$ cat config.mk
export PLATFORM = sky130hd
export DESIGN_NAME = pwr_supervisor
export DESIGN_NICKNAME = d
export VERILOG_FILES = /design/src/rtl/pwrsup_pkg.sv /design/src/rtl/pwrsup_deglitch.sv /design/src/rtl/pwrsup_tick_timer.sv /design/src/rtl/pwrsup_softstart.sv /design/src/rtl/pwr_supervisor.sv
export SDC_FILE = /design/constraint.sdc
export NUM_CORES = 1
export LEC_CHECK = 0
export ABC_AREA = 1
export BUFFER_PORTS_ARGS = -buffer_cell sky130_fd_sc_hd__buf_2
export CAP_MARGIN = 10
export CORE_MARGIN = 2
export CORE_UTILIZATION = 60
export CTS_BUF_LIST = sky130_fd_sc_hd__clkbuf_8
export DETAILED_ROUTE_END_ITERATION = 7
export PLACE_DENSITY = 0.76
export SLEW_MARGIN = 25
export SYNTH_ARGS = -nofsm -noshare
export SYNTH_HDL_FRONTEND = slang
export SYNTH_SLANG_ARGS = --single-unit
$ cat constraint.sdc
create_clock -name clk -period 2.05 [get_ports clk]
set_input_delay 0.41 -clock clk [delete_from_list [all_inputs] [get_ports clk]]
set_output_delay 0.41 -clock clk [all_outputs]
set_load 0.05 [all_outputs]
$ cat src/rtl/pwrsup_pkg.sv
package pwrsup_pkg;

    typedef enum logic [1:0] {
        FLT_NONE = 2'd0,
        FLT_OV   = 2'd1,
        FLT_UV   = 2'd2
    } fault_e;

    typedef struct packed {
        logic ov;
        logic uv;
        logic below_lo;
        logic above_hi;
    } fb_win_t;

    // Converts a delay in tenths of a microsecond to system clock cycles (minimum 1).
    function automatic int unsigned tenths_us_to_cycles(input int unsigned clk_hz,
                                                        input int unsigned tenths);
        logic [63:0] prod;
        prod = (64'(clk_hz) * 64'(tenths)) / 64'd10_000_000;
        if (prod == 64'd0) prod = 64'd1;
        return prod[31:0];
    endfunction

endpackage

$ cat src/rtl/pwrsup_deglitch.sv
module pwrsup_deglitch #(
    parameter int unsigned CYCLES = 20
) (
    input  logic clk,
    input  logic rst,
    input  logic clear,
    input  logic cond,
    output logic fire
);
    localparam int unsigned CW = (CYCLES > 1) ? $clog2(CYCLES) : 1;
    localparam logic [CW-1:0] LAST = CW'(CYCLES - 1);

    logic [CW-1:0] run_q;

    assign fire = cond & ~clear & (run_q == LAST);

    always_ff @(posedge clk) begin
        if (rst || clear || !cond || fire) begin
            run_q <= '0;
        end else begin
            run_q <= run_q + 1'b1;
        end
    end

    generate
        if (CYCLES > 1) begin : g_run_chk
            // a fire needs the condition in the previous cycle too
            assert_fire_after_run_R9: assert property (@(posedge clk) disable iff (rst)
                fire |-> $past(cond));
        end
    endgenerate

endmodule

$ cat src/rtl/pwrsup_tick_timer.sv
module pwrsup_tick_timer #(
    parameter int unsigned TICKS = 32
) (
    input  logic clk,
    input  logic rst,
    input  logic clear,
    input  logic load,
    input  logic tick,
    output logic busy
);
    localparam int unsigned CW = $clog2(TICKS + 1);
    localparam logic [CW-1:0] LOADV = CW'(TICKS);

    logic [CW-1:0] left_q;

    assign busy = (left_q != '0);

    always_ff @(posedge clk) begin
        if (rst || clear) begin
            left_q <= '0;
        end else if (load) begin
            left_q <= LOADV;
        end else if (tick && busy) begin
            left_q <= left_q - 1'b1;
        end
    end

    // a load always opens a window on the next cycle
    assert_load_opens_R10: assert property (@(posedge clk) disable iff (rst)
        (load && !clear) |=> busy);

    // the window only shrinks on a tick
    assert_shrink_on_tick_R4: assert property (@(posedge clk) disable iff (rst)
        (busy && !tick && !load && !clear) |=> busy);

endmodule

$ cat src/rtl/pwrsup_softstart.sv
module pwrsup_softstart #(
    parameter int unsigned STEPS      = 4,
    parameter int unsigned STEP_TICKS = 128
) (
    input  logic                     clk,
    input  logic                     rst,
    input  logic                     clear,
    input  logic                     tick,
    output logic [$clog2(STEPS)-1:0] step_o,
    output logic                     done_o
);
    localparam int unsigned SW = $clog2(STEPS);
    localparam int unsigned TW = (STEP_TICKS > 1) ? $clog2(STEP_TICKS) : 1;
    localparam logic [SW-1:0] STEP_LAST = SW'(STEPS - 1);
    localparam logic [TW-1:0] TICK_LAST = TW'(STEP_TICKS - 1);

    logic [TW-1:0] tick_q;
    logic [SW-1:0] step_q;
    logic          done_q;

    always_ff @(posedge clk) begin
        if (rst || clear) begin
            tick_q <= '0;
            step_q <= '0;
            done_q <= 1'b0;
        end else if (tick && !done_q) begin
            if (tick_q == TICK_LAST) begin
                tick_q <= '0;
                if (step_q == STEP_LAST) begin
                    done_q <= 1'b1;
                end else begin
                    step_q <= step_q + 1'b1;
                end
            end else begin
                tick_q <= tick_q + 1'b1;
            end
        end
    end

    assign step_o = step_q;
    assign done_o = done_q;

    // the current-limit step never goes down while enabled
    assert_step_monotonic_R2: assert property (@(posedge clk) disable iff (rst)
        !clear |=> (clear || step_q >= $past(step_q)));

    // soft-start only ends at full current limit
    assert_done_at_full_R3: assert property (@(posedge clk) disable iff (rst)
        done_q |-> (step_q == STEP_LAST));

endmodule

$ cat src/rtl/pwr_supervisor.sv
module pwr_supervisor
    import pwrsup_pkg::*;
#(
    parameter int unsigned CLK_HZ          = 125_000_000,
    parameter int unsigned VSEL_W          = 2,
    parameter int unsigned SS_STEPS        = 4,
    parameter int unsigned SS_STEP_TICKS   = 128,
    parameter int unsigned UV_BLANK_TICKS  = 512,
    parameter int unsigned VSEL_MASK_TICKS = 32,
    parameter int unsigned OV_DLY_TENTHS   = 200,
    parameter int unsigned UV_DLY_TENTHS   = 25,
    parameter int unsigned PG_DLY_TENTHS   = 25
) (
    input  logic                        clk,
    input  logic                        rst,
    input  logic                        sw_tick_i,
    input  logic                        en_i,
    input  logic                        uvlo_i,
    input  logic [VSEL_W-1:0]           vsel_i,
    input  logic                        ovr_i,
    input  logic                        udr_i,
    input  logic                        below_lo_i,
    input  logic                        above_hi_i,
    output logic                        pgood_o,
    output logic [$clog2(SS_STEPS)-1:0] ilim_step_o,
    output logic                        ls_force_o,
    output logic                        gates_low_o,
    output logic [1:0]                  fault_code_o
);
    localparam int unsigned OV_CYC = tenths_us_to_cycles(CLK_HZ, OV_DLY_TENTHS);
    localparam int unsigned UV_CYC = tenths_us_to_cycles(CLK_HZ, UV_DLY_TENTHS);
    localparam int unsigned PG_CYC = tenths_us_to_cycles(CLK_HZ, PG_DLY_TENTHS);

    fb_win_t fb;
    assign fb = '{ov: ovr_i, uv: udr_i, below_lo: below_lo_i, above_hi: above_hi_i};

    logic active;
    assign active = en_i & ~uvlo_i;

    // ---------------- voltage-select change detection and mask ----------------
    logic [VSEL_W-1:0] vsel_q;
    logic              vsel_chg;
    logic              mask_busy;
    logic              freeze;

    always_ff @(posedge clk) begin
        vsel_q <= vsel_i;
    end

    assign vsel_chg = (vsel_i != vsel_q);

    pwrsup_tick_timer #(.TICKS(VSEL_MASK_TICKS)) i_mask_timer (
        .clk   (clk),
        .rst   (rst),
        .clear (~active),
        .load  (vsel_chg),
        .tick  (sw_tick_i),
        .busy  (mask_busy)
    );

    assign freeze = vsel_chg | mask_busy;

    // ---------------- under-voltage blanking after enable ----------------
    logic blank_busy;

    pwrsup_tick_timer #(.TICKS(UV_BLANK_TICKS)) i_blank_timer (
        .clk   (clk),
        .rst   (1'b0),
        .clear (1'b0),
        .load  (rst | ~active),
        .tick  (sw_tick_i),
        .busy  (blank_busy)
    );

    // ---------------- soft-start current-limit stepping ----------------
    logic ss_done;

    pwrsup_softstart #(
        .STEPS      (SS_STEPS),
        .STEP_TICKS (SS_STEP_TICKS)
    ) i_softstart (
        .clk    (clk),
        .rst    (rst),
        .clear  (~active),
        .tick   (sw_tick_i),
        .step_o (ilim_step_o),
        .done_o (ss_done)
    );

    // ---------------- fault detection and latch ----------------
    fault_e fault_q;
    logic   no_fault;
    logic   ov_qual, uv_qual;
    logic   ov_fire, uv_fire;

    assign no_fault = (fault_q == FLT_NONE);
    assign ov_qual  = active & no_fault & ~freeze & fb.ov;
    assign uv_qual  = active & no_fault & ~freeze & ~blank_busy & fb.uv;

    pwrsup_deglitch #(.CYCLES(OV_CYC)) i_ov_dg (
        .clk   (clk),
        .rst   (rst),
        .clear (~active),
        .cond  (ov_qual),
        .fire  (ov_fire)
    );

    pwrsup_deglitch #(.CYCLES(UV_CYC)) i_uv_dg (
        .clk   (clk),
        .rst   (rst),
        .clear (~active),
        .cond  (uv_qual),
        .fire  (uv_fire)
    );

    always_ff @(posedge clk) begin
        if (rst || !active) begin
            fault_q <= FLT_NONE;
        end else if (no_fault) begin
            if (ov_fire) begin
                fault_q <= FLT_OV;
            end else if (uv_fire) begin
                fault_q <= FLT_UV;
            end
        end
    end

    // ---------------- power-good with hysteresis and deglitch ----------------
    logic pg_q;
    logic pg_want;
    logic pg_cond;
    logic pg_fire;

    always_comb begin
        if (pg_q) begin
            pg_want = ~(fb.ov | fb.below_lo);
        end else begin
            pg_want = fb.above_hi & ~fb.ov;
        end
        pg_want = pg_want & ss_done & no_fault;
    end

    assign pg_cond = active & ss_done & no_fault & ~freeze & (pg_want != pg_q);

    pwrsup_deglitch #(.CYCLES(PG_CYC)) i_pg_dg (
        .clk   (clk),
        .rst   (rst),
        .clear (~active),
        .cond  (pg_cond),
        .fire  (pg_fire)
    );

    always_ff @(posedge clk) begin
        if (rst || !active) begin
            pg_q <= 1'b0;
        end else if (!ss_done || !no_fault) begin
            pg_q <= 1'b0;
        end else if (!freeze && pg_fire) begin
            pg_q <= ~pg_q;
        end
    end

    // ---------------- outputs ----------------
    assign pgood_o      = pg_q;
    assign fault_code_o = fault_q;
    assign ls_force_o   = (fault_q == FLT_OV);
    assign gates_low_o  = ~en_i | uvlo_i | (fault_q == FLT_UV);

    // ---------------- assertions ----------------
    // reset leaves power-good low and no fault
    assert_reset_state_R1: assert property (@(posedge clk)
        rst |=> (!pg_q && fault_q == FLT_NONE));

    // power-good only rises after soft-start
    assert_pg_after_ss_R3: assert property (@(posedge clk) disable iff (rst)
        $rose(pg_q) |-> ss_done);

    // an over-voltage latch follows an over-voltage flag
    assert_ov_from_flag_R5: assert property (@(posedge clk) disable iff (rst)
        $rose(fault_q == FLT_OV) |-> $past(fb.ov));

    // no under-voltage latch out of the blanking window
    assert_uv_not_blanked_R4: assert property (@(posedge clk) disable iff (rst)
        $rose(fault_q == FLT_UV) |-> $past(fb.uv && !blank_busy));

    // a latched fault holds while enabled
    assert_fault_sticky_R7: assert property (@(posedge clk) disable iff (rst)
        (fault_q != FLT_NONE && active) |=> (!active || fault_q == $past(fault_q)));

    // power-good is frozen while the select mask is open
    assert_pg_frozen_R10: assert property (@(posedge clk) disable iff (rst)
        (freeze && ss_done && no_fault && active) |=> (!active || pg_q == $past(pg_q)));

    // a latched fault pulls power-good low on the next cycle
    assert_fault_drops_pg_R12: assert property (@(posedge clk) disable iff (rst)
        (fault_q != FLT_NONE) |=> !pg_q);

endmodule

=== Word level (Yosys, flattened, before mapping) ===
Index checks and enable logic that the tools add are counted.

* Bits in registers: 61
* Logic and storage cells: 97

* Add/subtract/negate cells: 7
* Equality and inequality tests: 9
* Muxes and demuxes: 6
* Bitwise operators: 33
* Reductions and logical operators: 30

{| class="wikitable"
|+ Operators with widths
! operator !! number
|-
| bitwise AND 1 bit || 19
|-
| adder 9 x 1 -> 9 bit, second input constant || 2
|-
| == test 9 bit, second input constant || 2
|-
| adder 12 x 1 -> 12 bit, second input constant || 1
|-
| == test 12 bit, second input constant || 1
|-
| two-way mux 6 bit || 2
|-
| nonzero test 10 bit || 1
|-
| subtractor 10 x 1 -> 10 bit, second input constant || 1
|-
| logical OR 1 bit || 9
|-
| NOT 1 bit || 9
|-
| adder 7 x 1 -> 7 bit, second input constant || 1
|-
| == test 7 bit, second input constant || 1
|-
| zero test 1 bit || 7
|-
| two-way mux 7 bit || 1
|-
| AND reduction 3 bit || 2
|-
| nonzero test 6 bit || 1
|-
| subtractor 6 x 1 -> 6 bit, second input constant || 1
|-
| bitwise OR 1 bit || 5
|-
| == test 2 bit, second input constant || 2
|-
| logical AND 1 bit || 4
|-
| two-way mux 2 bit || 2
|-
| nonzero test 2 bit || 2
|-
| OR reduction 2 bit || 2
|-
| adder 2 x 1 -> 2 bit, second input constant || 1
|-
| 6 further kinds || 6
|}

=== Depth between registers and ports, before layout ===
* Depth after elaboration: 10
* Mapped depth: 10

=== By module ===
From an unflattened synthesis, not the netlist that was laid out.

* Cell total of the unflattened synthesis: 495
* Area total of the unflattened synthesis: 3,410.8 um^2

{| class="wikitable"
|+ By module, submodules not included
! module !! times used !! cells each !! area an instance (um^2) !! sequential area each (um^2)
|-
| pwrsup_deglitch (i_pg_dg ...) || 2 || 65 || 456.7 || 180.2
|-
| pwrsup_deglitch (i_ov_dg) || 1 || 98 || 659.4 || 240.2
|-
| pwrsup_tick_timer (i_blank_timer) || 1 || 92 || 655.6 || 200.2
|-
| pwrsup_softstart || 1 || 69 || 493.0 || 200.2
|-
| pwrsup_tick_timer (i_mask_timer) || 1 || 50 || 356.6 || 120.1
|-
| pwr_supervisor || 1 || 56 || 332.8 || 100.1
|}

=== Worst setup path after synthesis ===
No wires, ideal clock.

* Path kind: register to output
* Start point: register fault_q[1] (netlist: fault_code_o[1])
* End point: output gates_low_o
* Arrival: 1,835 ps
* Setup slack: -195 ps
* Cell stages (with the launch flop): 3
* Buffers on the path: 0
* Cells stage by stage: dfxtp_1 -> inv_1 -> o21ai_0

* Longest elaborated chain between the ends: 2

{| class="wikitable"
|+ Ends and longest elaborated chain
! what !! RTL line !! RTL
|-
| from (decl) || pwr_supervisor.sv:91 || <nowiki>fault_e fault_q;</nowiki>
|-
| from (signal assigned) || pwr_supervisor.sv:118 || <nowiki>fault_q <= FLT_NONE;</nowiki>
|-
| from (signal assigned) || pwr_supervisor.sv:121 || <nowiki>fault_q <= FLT_OV;</nowiki>
|-
| from (signal assigned) || pwr_supervisor.sv:123 || <nowiki>fault_q <= FLT_UV;</nowiki>
|-
| == test 2 bit || pwr_supervisor.sv:167 || <nowiki>assign gates_low_o = ~en_i | uvlo_i | (fault_q == FLT_UV);</nowiki>
|-
| bitwise OR 1 bit || pwr_supervisor.sv:167 ||
|-
| to (decl) || pwr_supervisor.sv:27 || <nowiki>output logic gates_low_o,</nowiki>
|}

Every way passes these cells.

=== Final worst setup path ===
* Start point: register i_blank_timer.left_q[0]
* End point: register i_blank_timer.left_q[1]

* Longest elaborated chain between the ends: 2

{| class="wikitable"
|+ Ends and longest elaborated chain
! what !! RTL line !! RTL
|-
| from (decl) || pwrsup_tick_timer.sv:14 || <nowiki>logic [CW-1:0] left_q;</nowiki>
|-
| from (signal assigned) || pwrsup_tick_timer.sv:24 || <nowiki>left_q <= left_q - 1'b1;</nowiki>
|-
| parallel branches: the longest is 2 deep, another holds subtractor 10 x 1 -> 10 bit || n/a ||
|}

Parallel ways; which one is timed is not known.
A chain may end at the register's enable or synchronous reset.

==> impl_metrics.csv <==
group,metric,value,unit
placed_design,place_area,3220,µm²
critical_path,required,2260,ps
power,cellPowerDensity,662,nW/µm²
critical_path,r2r_slack,280,ps
grt,grt_remaining_overflow,0,
layout,area_delta_synth_final,10.8,%
run_status,status,"finished, final reports clean",
routing,num_vias,2568,
clock_tree,h-tree-depth,3,
timing,period_needed,1770,ps
power,power_leakage,1.37,nW
synth,synthTopCellsByArea,"dfxtp_1, nand2_1, nor2_1",
critical_path,path_common_cell,"inv_1",
routing,drc,0,
clock_tree,ctsHoldBuffers,0,
routing,wl_per_cell,10.8,µm
clock_tree,path_clk_slew,70,ps
placed_design,port_buffers,17,
grt,grt_usage,22.7,%
timing,fin_tns_setup,0,ps
layout,final_common_cell,"nand2_1",
synth,ys_seq_area_share,39.9,%
synth,synth_seq_cells,61,
critical_path,crit_path_top_delay_cell,"dfxtp_1",
timing,slew_viol_final,0,
critical_path,cp-start-kind,"flip-flop",
timing,clock_skew,6.45,ps
floorplanning,core,4820,µm²
timing,hold_viol_final,0,
grt,antenna_found_initial,0,
power,seq_power_share,53.6,%
clock_tree,postCtsSetupRepairBufs,0,
synth,ys_warn_count,0,
timing,fmaxAchievable,564,MHz
synth,netlist.top_cell.by_area,"dfxtp_1",
timing,fin_crit_sh,86.5,%
floorplanning,initial_core_util,63.5,%
synth,syn_avg_cell_area,7.35,µm²
routing,vias_per_cell,5.00,
power,power.switching,0.541,mW
synth,synth_nets,436,
clock_tree,cts_resized,0,
flow_run,drv_cap,0,
placed_design,post-dp-hpwl,4.22,mm
floorplanning,fp.dieH,75.4,µm
layout,final_cell_mix,"nand2_1, nor2_1, dfxtp_1",
hold_path,holdCritPathClass,"in -> reg",
floorplanning,die_x,75.4,µm
clock_tree,cts_tree,"done",
layout,fin_nets,463,
critical_path,critPathArrivalTime,1980,ps
clock_tree,cts_buffers,9,
critical_path,critPathKind,"reg -> reg",
routing,firstDrtPassIters,4,
routing,drt_wl_total,5.55,mm
floorplanning,ios,18,
timing,relSlewSlack,56.9,%
critical_path,slowest_delay,320,ps
timing,tightest_slew,642,ps
timing,rsz0062_at_grt,"no",
layout,fin_area,3390,µm²
timing,finalSetupViolations,0,
critical_path,cp-end-kind,"flip-flop",
synth,synth_top_area_share,39.9,%
power,combPwrFrac,6.8,%
power,switching_share,24.1,%
floorplanning,rows,25,
routing,postRouteAntennaNets,0,
clock_tree,insertion_delay,340,ps
layout,nFillCells,420,
grt,grt_pass1_wl,9.78,mm
synth,ys_types,33,
clock_tree,ctsRootBufferMaster,"clkbuf_8",
routing,drt-initial-drc-count,100,
synth,syn_area,3060,µm²
grt,grt_pass1_vias,2469,
grt,grt_max_degree,16,
layout,insertedDiodeCount,0,
synth,syn_inst,416,
power,p_clk_share,39.6,%
power,internal-power,1.70,mW
layout,drive_gt1_share,11.0,%
power,vdd_drop_max,0.681,mV
placed_design,gp_routability_congestion,0.869,
clock_tree,clk_path_buf_depth,2,
clock_tree,clock_sinks,61,
critical_path,cp_max_fo,12,
floorplanning,dieArea,5680,µm²
critical_path,crit_chain,"inv_1, ha_1, inv_1, nor2_1, nand3_1, nand2_1, inv_1, o21ai_0, a21oi_1",
## registers in the layout (all words and copies together) (netlist names)
register              count
fault_code_o              2
i_pg_dg.run_q             9
vsel_q                    2
i_softstart.step_o        2
i_uv_dg.run_q             9
i_softstart.tick_q        7
i_softstart.done_o        1
i_mask_timer.left_q       6
i_blank_timer.left_q     10
i_ov_dg.run_q            12
pgood_o                   1
## critical path: cells and delay by family, from the launching register on
family | cells | cell delay, ps
compound gates | 2 | 300
fa+ha+maj | 1 | 200
buf+inv | 3 | 430
flops | 1 | 320
simple gates | 3 | 390
## area by class of cell
class / instances / area [µm²] / area share (%)
Multi-Input combinational cell: 297 / 1610 / 47.5
Sequential cell: 61 / 1220 / 36.1
Inverter: 55 / 206 / 6.10
Clock buffer: 10 / 138 / 4.06
Timing Repair Buffer: 19 / 100 / 2.96
Tap cell: 67 / 83.8 / 2.48
Clock inverter: 5 / 27.5 / 0.813
## cells by family (layout without fill, tap and decap cells)
group | Yosys count | in the layout | synth area share [%]
AO/OA/AOI/OAI | 34 | 34 | 6.06
XOR/XNOR | 33 | 33 | 9.45
adder cells (fa/ha/maj) | 9 | 9 | 3.68
buffers and inverters | 58 | 89 | 7.41
flip-flops | 61 | 61 | 39.9
AND/OR/NAND/NOR | 221 | 221 | 33.5
## through the flow
stage	total power, mW	cells	setup slack [ps]	util [%]	hold slack (ps)
4_1_cts	2.27	514	289	70.3	177
2_1_floorplan	1.34	416	175	-	418
3_3_place_gp	1.38	499	361	66.9	431
5_1_grt	2.35	514	84.1	70.3	182
6_report	2.24	514	276	70.3	191
3_5_place_dp	1.38	499	302	66.9	440
## power by group through the flow
stage	logic (mW)	clock network (mW)	registers (mW)
final	0.151	0.889	1.20
after detailed placement	0.151	0	1.23
after CTS	0.152	0.919	1.20
after global routing	0.173	0.971	1.20
after floorplan	0.114	0	1.23
after global placement	0.149	0	1.23
## synth_stat cells
cell,n
a211oi_1,1
a21o_1,1
a21oi_1,20
buf_2,1
buf_6,1
clkbuf_1,1
dfxtp_1,61
ha_1,9
inv_1,54
inv_2,1
nand2_1,76
nand2_2,2
nand2_4,1
nand3_1,24
nand3_2,1
nand3_4,1
nand4_1,12
nand4_4,1
nor2_1,72
nor2_2,2
nor2_4,1
nor3_1,22
nor3_4,1
nor3b_2,3
o211ai_1,2
o21a_1,1
o21ai_0,7
o21ai_1,1
o21bai_1,1
or2_1,1
or2_2,1
xnor2_1,8
xor2_1,25
## per-layer routing
layer  global-route usage [%]  part of all wire, %
met1                     25.3                   45
met2                     38.9                   49
met3                     8.20                  4.8
met4                     9.75                  1.3
met5                        0                    0
## final timing paths
path                                         from                                    to  cells after the start
max reg2reg  i_blank_timer.left_q[0]$_SDFFE_PP0P_  i_blank_timer.left_q[1]$_SDFFE_PP0P_                      9
max          i_blank_timer.left_q[0]$_SDFFE_PP0P_  i_blank_timer.left_q[1]$_SDFFE_PP0P_                      9
min reg2reg           i_uv_dg.run_q[0]$_SDFF_PP0_           i_uv_dg.run_q[0]$_SDFF_PP0_                      1
min                                     vsel_i[0]                     vsel_q[0]$_DFF_P_                      1
Power figures use the tool's default switching activity.
